--- config.mk ---
export PLATFORM = sky130hd
export DESIGN_NAME = fastout_bank
export DESIGN_NICKNAME = d
export VERILOG_FILES = /design/src/rtl/fastout_pkg.sv /design/src/rtl/fastout_decode.sv /design/src/rtl/fastout_next.sv /design/src/rtl/fastout_gate.sv /design/src/rtl/fastout_bank.sv
export SDC_FILE = /design/constraint.sdc
export NUM_CORES = 1
export LEC_CHECK = 0
export ABC_AREA = 1
export BUFFER_PORTS_ARGS = -buffer_cell sky130_fd_sc_hd__buf_2
export CAP_MARGIN = 20
export CORE_MARGIN = 2
export CORE_UTILIZATION = 46
export DETAILED_ROUTE_END_ITERATION = 16
export PLACE_DENSITY = 0.79
export SLEW_MARGIN = 30
export SYNTH_ARGS = -nofsm -noshare
export SYNTH_HDL_FRONTEND = slang
export SYNTH_SLANG_ARGS = --single-unit
--- constraint.sdc ---
create_clock -name clk -period 1.1 [get_ports clk]
set_input_delay 0.22 -clock clk [delete_from_list [all_inputs] [get_ports clk]]
set_output_delay 0.22 -clock clk [all_outputs]
set_load 0.01 [all_outputs]
--- src/rtl/fastout_pkg.sv ---
package fastout_pkg;

    typedef enum logic [2:0] {
        REG_DIRECT = 3'd0,
        REG_MASKED = 3'd1,
        REG_CMD    = 3'd2,
        REG_ENABLE = 3'd3,
        REG_STATUS = 3'd4
    } reg_sel_e;

    localparam logic [1:0] OP_KEEP = 2'd0;
    localparam logic [1:0] OP_SET  = 2'd1;
    localparam logic [1:0] OP_CLR  = 2'd2;
    localparam logic [1:0] OP_FLIP = 2'd3;

    typedef struct packed {
        logic direct;
        logic masked;
        logic cmd;
        logic enable;
    } wr_sel_t;

endpackage

--- src/rtl/fastout_decode.sv ---
module fastout_decode
    import fastout_pkg::*;
#(
    parameter int ADDR_W = 3
) (
    input  logic              wr_en,
    input  logic [ADDR_W-1:0] wr_addr,
    output wr_sel_t           sel
);

    always_comb begin
        sel = '0;
        if (wr_en) begin
            if (wr_addr == ADDR_W'(REG_DIRECT)) sel.direct = 1'b1;
            if (wr_addr == ADDR_W'(REG_MASKED)) sel.masked = 1'b1;
            if (wr_addr == ADDR_W'(REG_CMD))    sel.cmd    = 1'b1;
            if (wr_addr == ADDR_W'(REG_ENABLE)) sel.enable = 1'b1;
        end
    end

endmodule

--- src/rtl/fastout_next.sv ---
module fastout_next
    import fastout_pkg::*;
#(
    parameter int NUM_CH = 8,
    parameter int DATA_W = 32
) (
    input  wr_sel_t           sel,
    input  logic [DATA_W-1:0] wr_data,
    input  logic [NUM_CH-1:0] latch_q,
    input  logic [NUM_CH-1:0] en_q,
    output logic [NUM_CH-1:0] latch_d,
    output logic [NUM_CH-1:0] en_d
);

    localparam int CMD_W = 2 * NUM_CH;

    typedef struct packed {
        logic [NUM_CH-1:0] latch;
        logic [NUM_CH-1:0] en;
    } next_t;

    logic [NUM_CH-1:0] mask_f;
    logic [NUM_CH-1:0] value_f;
    logic [NUM_CH-1:0] cmd_res;
    next_t             nxt;

    assign mask_f  = wr_data[NUM_CH-1:0];
    assign value_f = wr_data[CMD_W-1:NUM_CH];

    generate
        for (genvar ch = 0; ch < NUM_CH; ch++) begin : g_cmd
            logic [1:0] op;
            assign op = wr_data[2*ch +: 2];
            always_comb begin
                case (op)
                    OP_SET:  cmd_res[ch] = 1'b1;
                    OP_CLR:  cmd_res[ch] = 1'b0;
                    OP_FLIP: cmd_res[ch] = ~latch_q[ch];
                    default: cmd_res[ch] = latch_q[ch];
                endcase
            end
        end
        if (DATA_W > CMD_W) begin : g_hi
            logic unused_hi;
            assign unused_hi = ^wr_data[DATA_W-1:CMD_W];
        end
    endgenerate

    always_comb begin
        nxt.latch = latch_q;
        nxt.en    = en_q;
        if (sel.direct) nxt.latch = wr_data[NUM_CH-1:0];
        if (sel.masked) nxt.latch = (latch_q & ~mask_f) | (value_f & mask_f);
        if (sel.cmd)    nxt.latch = cmd_res;
        if (sel.enable) nxt.en    = wr_data[NUM_CH-1:0];
    end

    assign latch_d = nxt.latch;
    assign en_d    = nxt.en;

endmodule

--- src/rtl/fastout_gate.sv ---
module fastout_gate #(
    parameter int NUM_CH = 8
) (
    input  logic [NUM_CH-1:0] latch_q,
    input  logic [NUM_CH-1:0] en_q,
    output logic [NUM_CH-1:0] pin_out,
    output logic [NUM_CH-1:0] pin_oe
);

    generate
        for (genvar ch = 0; ch < NUM_CH; ch++) begin : g_pin
            assign pin_oe[ch]  = en_q[ch];
            assign pin_out[ch] = en_q[ch] ? latch_q[ch] : 1'b0;
        end
    endgenerate

endmodule

--- src/rtl/fastout_bank.sv ---
module fastout_bank
    import fastout_pkg::*;
#(
    parameter int NUM_CH = 8,
    parameter int ADDR_W = 3,
    parameter int DATA_W = 32
) (
    input  logic              clk,
    input  logic              rst_n,
    input  logic              wr_en,
    input  logic [ADDR_W-1:0] wr_addr,
    input  logic [DATA_W-1:0] wr_data,
    input  logic [ADDR_W-1:0] rd_addr,
    output logic [DATA_W-1:0] rd_data,
    output logic [NUM_CH-1:0] pin_out,
    output logic [NUM_CH-1:0] pin_oe
);

    typedef struct packed {
        logic [NUM_CH-1:0] latch;
        logic [NUM_CH-1:0] en;
    } state_t;

    wr_sel_t           sel;
    state_t            state_d;
    state_t            state_q;
    logic [NUM_CH-1:0] latch_q;
    logic [NUM_CH-1:0] en_q;
    logic [NUM_CH-1:0] latch_nx;
    logic [NUM_CH-1:0] en_nx;

    assign latch_q = state_q.latch;
    assign en_q    = state_q.en;

    fastout_decode #(.ADDR_W(ADDR_W)) u_decode (
        .wr_en   (wr_en),
        .wr_addr (wr_addr),
        .sel     (sel)
    );

    fastout_next #(.NUM_CH(NUM_CH), .DATA_W(DATA_W)) u_next (
        .sel     (sel),
        .wr_data (wr_data),
        .latch_q (latch_q),
        .en_q    (en_q),
        .latch_d (latch_nx),
        .en_d    (en_nx)
    );

    always_comb begin
        state_d.latch = latch_nx;
        state_d.en    = en_nx;
    end

    always_ff @(posedge clk or negedge rst_n) begin
        if (!rst_n) begin
            state_q <= '0;
        end else begin
            state_q <= state_d;
        end
    end

    fastout_gate #(.NUM_CH(NUM_CH)) u_gate (
        .latch_q (latch_q),
        .en_q    (en_q),
        .pin_out (pin_out),
        .pin_oe  (pin_oe)
    );

    always_comb begin
        rd_data = '0;
        if (rd_addr == ADDR_W'(REG_STATUS)) rd_data[NUM_CH-1:0] = latch_q;
        if (rd_addr == ADDR_W'(REG_ENABLE)) rd_data[NUM_CH-1:0] = en_q;
    end

endmodule

Yosys cells after proc, flatten, opt, wreduce, memory -nomap -nowiden

Index checks and enable logic that the tools add are counted.
Widths: inputs -> output; s select.

Equality and inequality tests: 37
Mux-type cells: 26
Bitwise gates (word level): 12
Reductions and logical operators: 10

Operators with widths:

| operator           | number |
|---|---|
| $mux 8             | 5 |
| $eq 2x2->1 const B | 16 |
| $ne 4x1->1 const B | 8 |
| $pmux 1 s3         | 8 |
| $and 8x8->8        | 2 |
| $eq 2x1->1 const B | 8 |
| $reduce_and 2->1   | 8 |
| $mux 1             | 12 |
| $eq 3x2->1 const B | 3 |
| $not 1->1          | 8 |
| $not 8->8          | 1 |
| $or 8x8->8         | 1 |
| $mux 4             | 1 |
| $eq 3x1->1 const B | 1 |
| $eq 3x3->1 const B | 1 |
| $logic_not 3->1    | 1 |
| $reduce_bool 3->1  | 1 |

Register bits after elaboration: 16
Bits of input ports: 41
Output and inout bits: 48
Word-level logic and storage cells: 94

Depth between registers and ports, before layout

Gate-level depths: netlist (run 1).

Depth in word-level cells: 6
Mapped depth: 9
Gate-level depth less buffers: 8

Modules after synthesis

From an unflattened synthesis (run 1), not the netlist that was laid out.

Cells, all modules: 235
Area, all modules: 1514.0 µm²

By module, submodules not included:

| module         | times used | cells an instance | area an instance (µm²) | seq. area each (µm²) |
|---|---|---|---|---|
| fastout_bank   | 1          | 70                | 754.5                  | 400.4 |
| fastout_next   | 1          | 129               | 594.3                  | 0.0 |
| fastout_gate   | 1          | 24                | 120.1                  | 0.0 |
| fastout_decode | 1          | 12                | 45.0                   | 0.0 |

Worst setup path after synthesis (run 1)

OpenSTA, ideal clock, no wires.

Path type: input -> register
From: input port wr_addr[2]
To: register with a tool-made name
Setup time: 120 ps
Data arrival time: 858 ps
Required time: 980 ps
Path slack: 121 ps
Stages: 9
Path buffers: 1
Cell sequence: inv_1 > nand2_2 > nor2_4 > buf_6 > nor2_1 > nand2_1 > nand2_1 > nand2_1 > nand2_1

RTL lines:

| item        | RTL line           | source |
|---|---|---|
| from (decl) | fastout_bank.sv:11 | `input logic [ADDR_W-1:0] wr_addr,` |

Worst setup path in the final report (run 1)

From: register state_q (netlist bit en_q[5])
To: output port rd_data[5]

Cells in the longest elaborated chain, start to end: 1

RTL lines:

| item                   | RTL line           | source |
|---|---|---|
| from (decl)            | fastout_bank.sv:26 | `state_t state_q;` |
| from (signal assigned) | fastout_bank.sv:59 | `state_q <= state_d;` |
| $mux 8                 | fastout_bank.sv:73 | `if (rd_addr == ADDR_W'(REG_ENABLE)) rd_data[NUM_CH-1:0] = en_q;` |
| to (decl)              | fastout_bank.sv:14 | `output logic [DATA_W-1:0] rd_data,` |

Every way passes these cells.

==> results of run 1 <==
[cells by family (layout without fill, tap and decap cells)]
kind of cell             count (synthesis)  in the layout  synth area share [%]
AO/OA/AOI/OAI                           33             33                  10.7
adder cells (fa/ha/maj)                 14             14                  10.4
buffers and inverters                   76            140                  23.3
flip-flops                              16             16                  23.9
other                                    1             24                 0.224
AND/OR/NAND/NOR                        127            127                  31.4
[worst register-to-register path, cell delays in order (launching register included)]
cell	delay [ns]
dfrtp_1	0.39
inv_2	0.05
buf_4	0.12
buf_4	0.12
nand2_1	0.04
o21ai_0	0.07
nand2_1	0.06
nand2_1	0.05
nand2_1	0.05
nand2_1	0.04
[power by group through the flow]
stage	registers [uW]	clock network [uW]	logic, uW
after global placement	802	0	711
after global routing	818	443	1170
after CTS	786	420	949
after detailed placement	804	0	730
after floorplan	810	0	483
final	801	419	1050
[layout make-up]
cell class	instances	area [um2]	share of cell area, %
inverters	50	188	8.22
repair buffers	86	592	25.9
multi-input cells	198	1010	44.2
clock buffers	4	36.3	1.59
flip-flops and latches	16	400	17.5
well taps	46	57.6	2.52
[layout by cell type (no fill, tap or decap), drive strengths merged]
cell type	count
conb	24
clkbuf	4
inv	50
dfrtp	16
nand3b	1
dlygate4sd3	1
o211ai	1
nor2	29
nand3	9
o21ai	21
nand2	88
ha	14
buf	85
o21bai	1
o22ai	8
a21oi	2
[worst min-delay path by stage]
stage                     start                          to  slack, ns  cells after the start
floorplan                 rst_n  asynchronous set/reset pin      -0.08                      0
global placement          rst_n  asynchronous set/reset pin       0.15                      1
detailed placement        rst_n                     en_q[7]       0.16                      1
CTS                 wr_data[15]                        flop       0.16                      3
global route        wr_data[15]                        flop       0.17                      3
finish              wr_data[15]                        flop       0.16                      3
[per-layer routing]
| layer | wire [um] | up-vias | track usage (%) |
|---|---|---|---|
| met5 | 0 | - | 0 |
| met4 | 43 | 0 | 7.18 |
| met3 | 223 | 4 | 1.94 |
| met2 | 2060 | 58 | 34.0 |
| met1 | 1710 | 772 | 24.0 |
| li1 | - | 937 | - |
[metrics by stage]
| stage | instance area [um2] | utilization (%) | setup TNS (ns) | setup WS, ns | total power (uW) |
|---|---|---|---|---|---|
| finish | 2280 | 66.8 | -2.31 | -0.200 | 2270 |
| CTS | 2200 | 64.4 | -2.36 | -0.181 | 2160 |
| detailed placement | 1990 | 58.3 | -1.07 | -0.105 | 1530 |
| global route | 2280 | 66.8 | -3.51 | -0.243 | 2430 |
| global placement | 1990 | 58.3 | -0.774 | -0.0947 | 1510 |
| floorplan | 1760 | - | 0 | 0.121 | 1290 |
[repair_timing]
item / 4_1_cts / 5_1_grt
gates cloned: 0 / 0
hold endpoints to repair: 16 / 0
pin swaps: 12 / 11
gates resized for setup: 10 / 21
hold buffers: 1 / 0
setup buffers: 18 / 6
setup endpoints to repair: 18 / 26
==> results.tsv, run 1 <==
stage	metric	value	unit
status	status	complete, but fails checks	
status	violations	negative setup slack	
power_and_ir_drop	pwr-share-comb	46.3	%
worst_setup_path	ff2ff_path_depth	9	
floorplanning	core_area	3420	um2
cts	clock_path_buffers	2	
logic_synthesis	synth_edf_count	0	
floorplanning	top_level_ports	89	
global_routing	grt_start_max_net_pins	17	
worst_setup_path	cp_slowest_cell	dfrtp_1	
logic_synthesis	avgSynthCellArea	6.28	um2
logic_synthesis	syn_area	1680	um2
cells_and_area	n_antenna_cell	0	
detailed_routing	wire_per_inst	10.1	um
global_routing	grt_pass1_vias	1456	
worst_setup_path	cp.required	0.88	ns
worst_setup_path	rrSetupSlack	0	ns
cts	clock_latency	0.29	ns
logic_synthesis	syn_inst	267	
floorplanning	start_util	49.1	%
logic_synthesis	netlist.area_leader.share	23.9	%
power_and_ir_drop	internal_power	1430	uW
cells_and_area	nNetsFinal	410	
detailed_routing	wirelength	4040	um
power_and_ir_drop	seq_power_share	35.3	%
detailed_routing	drtAntennaViolNets	0	
power_and_ir_drop	p_leak	0.00139	uW
cts	cts_buffers	3	
logic_synthesis	async_flop_share	100	%
power_and_ir_drop	p_sw	839	uW
worst_setup_path	cp_num_cells	3	
cts	clock-sinks	16	
cells_and_area	finalNonFillerCells	400	
timing	rsz0062_at_grt	true	
floorplanning	fp.dieW	64.4	um
worst_setup_path	arrival	1.08	ns
detailed_routing	drt_iter0_markers	44	
worst_setup_path	endpoint	rd_data[5]	
floorplanning	num_rows	21	
cells_and_area	drive_above_1_share	32.5	%
worst_setup_path	cp_max_fo	3	
timing	layout_setup_ws	-0.200	ns
worst_setup_path	worstSetupStartpointType	flop	
timing	fin_crit	1.30	ns
cts	path_clk_slew	0.11	ns
logic_synthesis	synthDistinctLibCells	19	
logic_synthesis	synth-seq-cells	16	
logic_synthesis	yosysWarnings	0	
cts	cts-root-buf	clkbuf_4	
power_and_ir_drop	clkPwrFrac	18.5	%
worst_setup_path	path_cells	inv_1 > o22ai_2 > buf_2	
placed_design	place.gp.congestion	0.821	
timing	fin_skew	0	ns
floorplanning	chipHeight	64.4	um
detailed_routing	drc	0	
min_path	min_path_type	primary input to flop	
timing	hold_viol_final	0	
cells_and_area	fillCellCount	319	
worst_setup_path	crit_family	flip-flops	
cts	htree_levels	1	
power_and_ir_drop	powerDensity	995	nW/um2
worst_setup_path	slowest_delay	0.43	ns
timing	hold_slack	0.159	ns
logic_synthesis	synthFlopType	dfrtp_1	
cts	cts_tree	done	
run	drv_cap	0	
logic_synthesis	post-synth-top-count-cell	nand2_1	
timing	report.final.slew_viol_count	0	
worst_setup_path	cp-end-kind	primary output	
placed_design	dpl.hpwl	2940	um
power_and_ir_drop	switching_share	36.9	%
logic_synthesis	yosys.area.top_type	dfrtp_1	
cells_and_area	area_growth	36.1	%
timing	fmax	770	MHz
detailed_routing	drt-vias-per-instance	4.43	
timing	fin_crit_sh	118	%
logic_synthesis	synthTopCellsByArea	dfrtp_1 (24%), nand2_1 (19%), inv_1 (11%), buf_4 (11%), ha_1 (10%)	
worst_setup_path	crit_buf_inv	2	
worst_setup_path	crit_path_start	en_q[5]	
floorplanning	dieArea	4140	um2
global_routing	grt_pass1_wl	6330	um
global_routing	gr-total-overflow	0	
worst_setup_path	path_class	flop to primary output	
logic_synthesis	synthTopCellsByCount	nand2_1 (85), inv_1 (50), buf_4 (24), nor2_1 (24), dfrtp_1 (16)	
power_and_ir_drop	peakVddDrop	375	uV
placed_design	io_buffers	48	
global_routing	grt_use_total	19.2	%
detailed_routing	routed-via-count	1771	
detailed_routing	dr.pass1.iters	4	
logic_synthesis	yosysSeqAreaShare	23.9	%
placed_design	dp_cells	374	
timing	finalSetupViolCount	21	
global_routing	antenna_found_initial	0	
Note: power is estimated with default switching activity, not from simulation.
==> run 2: changes to the inputs <==
--- a/config.mk
+++ b/config.mk
@@ -12,6 +12,8 @@
 export CORE_UTILIZATION = 46
 export DETAILED_ROUTE_END_ITERATION = 16
 export PLACE_DENSITY = 0.79
+export REMOVE_ABC_BUFFERS = 1
+export SETUP_SLACK_MARGIN = 0.02
 export SLEW_MARGIN = 30
 export SYNTH_ARGS = -nofsm -noshare
 export SYNTH_HDL_FRONTEND = slang
==> results.tsv, run 2 (same netlist as run 1, synthesis figures left out) <==
stage	metric	value	unit
detailed_routing	routed-via-count	1755	
placed_design	dp_cells	370	
cts	htree_levels	1	
cells_and_area	final_cell_mix	nand2_1 (82), buf_2 (46), inv_1 (43), buf_4 (25)	
timing	fin_crit	1.25	ns
placed_design	io_buffers	48	
global_routing	grt_pass1_wl	6380	um
detailed_routing	wire_per_inst	9.97	um
timing	fin_crit_sh	113	%
cells_and_area	design_area	2170	um2
cts	cts_buffers	3	
min_path	min_path_type	primary input to flop	
power_and_ir_drop	peakVddDrop	365	uV
cts	clock_latency	0.27	ns
power_and_ir_drop	powerDensity	945	nW/um2
timing	setup_tns	-1.49	ns
cells_and_area	area_growth	29.6	%
timing	hold_viol_final	0	
cts	clock-sinks	16	
worst_setup_path	arrival	1.03	ns
status	status	complete, but fails checks	
status	violations	negative setup slack	
cts	cts-root-buf	clkbuf_4	
cells_and_area	final_common_cell	nand2_1	
placed_design	dpl.hpwl	2850	um
cells_and_area	finalNonFillerCells	391	
timing	finalSetupViolCount	18	
floorplanning	start_util	49.1	%
timing	fin_skew	0	ns
global_routing	gr-total-overflow	0	
cts	clock_path_buffers	2	
worst_setup_path	worstSetupStartpointType	flop	
detailed_routing	drt-vias-per-instance	4.49	
timing	report.final.slew_viol_count	0	
floorplanning	num_rows	21	
floorplanning	fp.dieW	64.4	um
detailed_routing	dr.pass1.iters	4	
global_routing	antenna_found_initial	0	
cells_and_area	n_antenna_cell	0	
cts	cts_tree	done	
worst_setup_path	ff2ff_path_depth	8	
timing	fmax	801	MHz
cells_and_area	drive_above_1_share	29.6	%
timing	rsz0062_at_grt	true	
worst_setup_path	rrSetupSlack	0.06	ns
min_path	hold_depth	3	
worst_setup_path	path_class	flop to primary output	
detailed_routing	drtAntennaViolNets	0	
power_and_ir_drop	p_leak	0.00134	uW
timing	hold_slack	0.181	ns
worst_setup_path	cp.required	0.88	ns
cts	path_clk_slew	0.09	ns
detailed_routing	drt_iter0_markers	50	
detailed_routing	drc	0	
global_routing	grt_use_total	19.4	%
floorplanning	dieArea	4140	um2
placed_design	place_area	1960	um2
global_routing	grt_pass1_vias	1498	
min_path	worst_hold_startpoint	wr_data[15]	
power_and_ir_drop	power	2050	uW
detailed_routing	wirelength	3900	um
timing	layout_setup_ws	-0.148	ns
cells_and_area	nNetsFinal	402	
placed_design	place.gp.congestion	0.755	
worst_setup_path	cp-end-kind	primary output	
worst_setup_path	cp_max_fo	3	
global_routing	grt_start_max_net_pins	17	
floorplanning	chipHeight	64.4	um
floorplanning	top_level_ports	89	
run	drv_cap	0	
floorplanning	core_area	3420	um2
run 2: worst max path at each step:
stage,startpoint,end,slack [ns],cells past startpoint
final,flop,rd_data[5],-0.15,3
after global routing,flop,rd_data[5],-0.22,3
after CTS,flop,rd_data[6],-0.13,3
after detailed placement,rd_addr[0],rd_data[6],-0.14,5
after global placement,rd_addr[0],rd_data[5],-0.14,5
after floorplan,wr_data[2],flop,0.13,6
run 2: metrics by stage:
| step | worst slack (ns) | util [%] |
|---|---|---|
| after global routing | -0.218 | 63.6 |
| after floorplan | 0.129 | - |
| final | -0.148 | 63.6 |
| after detailed placement | -0.137 | 57.4 |
| after global placement | -0.136 | 57.4 |
| after CTS | -0.132 | 61.5 |
run 2: routing by layer:
metal  global-route usage (%)  up-vias  routed length [um]
met5                        0        -                   0
met4                     5.85        0                  56
met3                     1.41        6                 260
met2                     35.8       63                1840
met1                     23.9      762                1750
li1                         -      924                   -
run 2: critical path, cell delays in order (launching register included):
cell and delay, ns:
dfrtp_1 0.40, inv_2 0.06, o22ai_1 0.13, buf_2 0.15
run 2: area by class of cell:
| class | count | area, um2 |
|---|---|---|
| fillers | 339 | 1240 |
| multi-input cells | 198 | 1000 |
| repair buffers | 78 | 504 |
| flip-flops and latches | 16 | 400 |
| inverters | 50 | 188 |
| well taps | 46 | 57.6 |
| clock buffers | 3 | 22.5 |
run 2: repair_timing:
item	4_1_cts	5_1_grt
endpoints found under the hold margin	16	0
resized for setup	7	15
cloned	0	0
endpoints found under the setup margin	16	27
buffers inserted	13	4
hold buffers	1	0
pin swaps	11	13
run 2: power by group:
| group | switching, uW | internal, uW |
|---|---|---|
| combinational | 490 | 463 |
| clock | 177 | 127 |
| sequential | 99.6 | 696 |
==> run 3: changes to the inputs <==
--- a/config.mk
+++ b/config.mk
@@ -8,10 +8,12 @@
 export ABC_AREA = 1
 export BUFFER_PORTS_ARGS = -buffer_cell sky130_fd_sc_hd__buf_2
 export CAP_MARGIN = 20
+export CORE_ASPECT_RATIO = 1.75
 export CORE_MARGIN = 2
-export CORE_UTILIZATION = 46
+export CORE_UTILIZATION = 47
+export CTS_BUF_LIST = sky130_fd_sc_hd__clkbuf_8
 export DETAILED_ROUTE_END_ITERATION = 16
-export PLACE_DENSITY = 0.79
+export PLACE_DENSITY_LB_ADDON = 0.12
 export REMOVE_ABC_BUFFERS = 1
 export SETUP_SLACK_MARGIN = 0.02
 export SLEW_MARGIN = 30
==> results.tsv, run 3 (same netlist as run 1, synthesis figures left out) <==
stage	metric	value	unit
detailed_routing	drc	0	
global_routing	grt_start_max_net_pins	17	
worst_setup_path	cp_max_fo	3	
placed_design	dp_cells	375	
floorplanning	chipHeight	83.0	um
cts	cts-root-buf	clkbuf_8	
global_routing	grt_pass1_wl	6400	um
detailed_routing	drt_iter0_markers	31	
worst_setup_path	cp-end-kind	primary output	
detailed_routing	wl_met3	149	um
timing	rsz0062_at_grt	true	
cts	path_clk_slew	0.07	ns
power_and_ir_drop	powerDensity	993	nW/um2
global_routing	grt_use_total	20.1	%
power_and_ir_drop	peakVddDrop	647	uV
worst_setup_path	slowest_delay	0.39	ns
worst_setup_path	worstSetupStartpointType	flop	
status	violations	negative setup slack	
cts	cts_tree	done	
detailed_routing	wire_per_inst	10.2	um
timing	report.final.slew_viol_count	0	
worst_setup_path	cp_slowest_cell	dfrtp_1	
floorplanning	core_area	3400	um2
min_path	min_path_type	primary input to flop	
floorplanning	dieArea	4080	um2
min_path	hold_depth	3	
cells_and_area	final_cell_mix	nand2_1 (84), buf_2 (47), inv_1 (42), buf_4 (30)	
cts	clock-sinks	16	
detailed_routing	drt-vias-per-instance	4.43	
timing	fin_crit_sh	111	%
worst_setup_path	cp.required	0.88	ns
timing	hold_viol_final	0	
cells_and_area	final_common_cell	nand2_1	
floorplanning	start_util	49.3	%
detailed_routing	highest_layer	met4	
worst_setup_path	crit_buf_inv	2	
power_and_ir_drop	power	2170	uW
power_and_ir_drop	p_leak	0.00135	uW
global_routing	grt_pass1_vias	1443	
run	drv_cap	0	
cells_and_area	n_antenna_cell	0	
min_path	worst_hold_startpoint	wr_data[15]	
cts	clock_latency	0.25	ns
timing	fin_crit	1.22	ns
detailed_routing	drtAntennaViolNets	0	
detailed_routing	wl_met2	2100	um
cells_and_area	drive_above_1_share	29.6	%
cts	htree_levels	1	
status	status	complete, but fails checks	
detailed_routing	routed-via-count	1742	
detailed_routing	wirelength	4000	um
global_routing	antenna_found_initial	0	
worst_setup_path	arrival	1.00	ns
placed_design	dpl.hpwl	3160	um
floorplanning	top_level_ports	89	
cells_and_area	nNetsFinal	405	
worst_setup_path	ff2ff_path_depth	9	
detailed_routing	dr.pass1.iters	4	
cells_and_area	finalNonFillerCells	393	
worst_setup_path	path_class	flop to primary output	
placed_design	place.gp.congestion	0.811	
floorplanning	fp.dieW	49.2	um
floorplanning	num_rows	28	
timing	fin_skew	0	ns
cts	clock_path_buffers	2	
cells_and_area	utilization	64.2	%
placed_design	io_buffers	48	
timing	layout_setup_ws	-0.122	ns
worst_setup_path	crit_family	flip-flops	
timing	hold_slack	0.213	ns
cells_and_area	area_growth	30.1	%
detailed_routing	wl_met1	1630	um
timing	fmax	818	MHz
worst_setup_path	cp_num_cells	3	
worst_setup_path	path_cells	inv_2 > o22ai_2 > buf_2	
timing	finalSetupViolCount	16	
global_routing	gr-total-overflow	0	
cts	cts_buffers	3	
-- run 3: power breakdown --
part / internal, uW / switching [uW]
clock: 244 / 217
sequential: 697 / 105
combinational: 432 / 472
-- run 3: final cells by class --
| class | instances | area, um2 |
|---|---|---|
| well taps | 45 | 56.3 |
| fillers | 366 | 1220 |
| flip-flops and latches | 16 | 400 |
| multi-input cells | 198 | 991 |
| repair buffers | 81 | 504 |
| clock buffers | 3 | 41.3 |
| inverters | 50 | 188 |
-- run 3: tightest hold or removal path: cells and delay by family --
family | cells | cell delay (ns)
simple gates | 1 | 0.06
compound gates | 1 | 0.07
buf+inv | 1 | 0.09
-- run 3: layer usage --
layer  GRT usage (%)  vias to the layer above
met1            22.8                      763
met4            12.5                        0
li1                -                      928
met3            1.80                        6
met2            35.1                       45
met5               0                        -
-- run 3: final timing paths --
check | end | slack, ns
worst max-delay path | rd_data[0] | -0.12
worst min-delay path | flop | 0.21
worst max register to register | flop | -0.01
worst min register to register | en_q[5] | 0.54
max in group asynchronous | asynchronous set/reset pin | 0.39
min in group asynchronous | en_q[4] | 0.42
-- run 3: per-stage QoR --
step | area [um2] | setup TNS (ns) | setup slack [ns]
2_1_floorplan | 1560 | 0 | 0.129
3_3_place_gp | 1990 | -0.876 | -0.0872
3_5_place_dp | 1990 | -0.946 | -0.100
4_1_cts | 2100 | -0.970 | -0.107
5_1_grt | 2180 | -2.01 | -0.188
6_report | 2180 | -1.09 | -0.122
-- run 3: repair_timing --
action,in CTS,in global routing
hold endpoints to repair,16,0
endpoints found under the setup margin,16,19
setup buffers,8,6
pin swaps,12,6
resized for setup,3,15
hold buffers,1,0
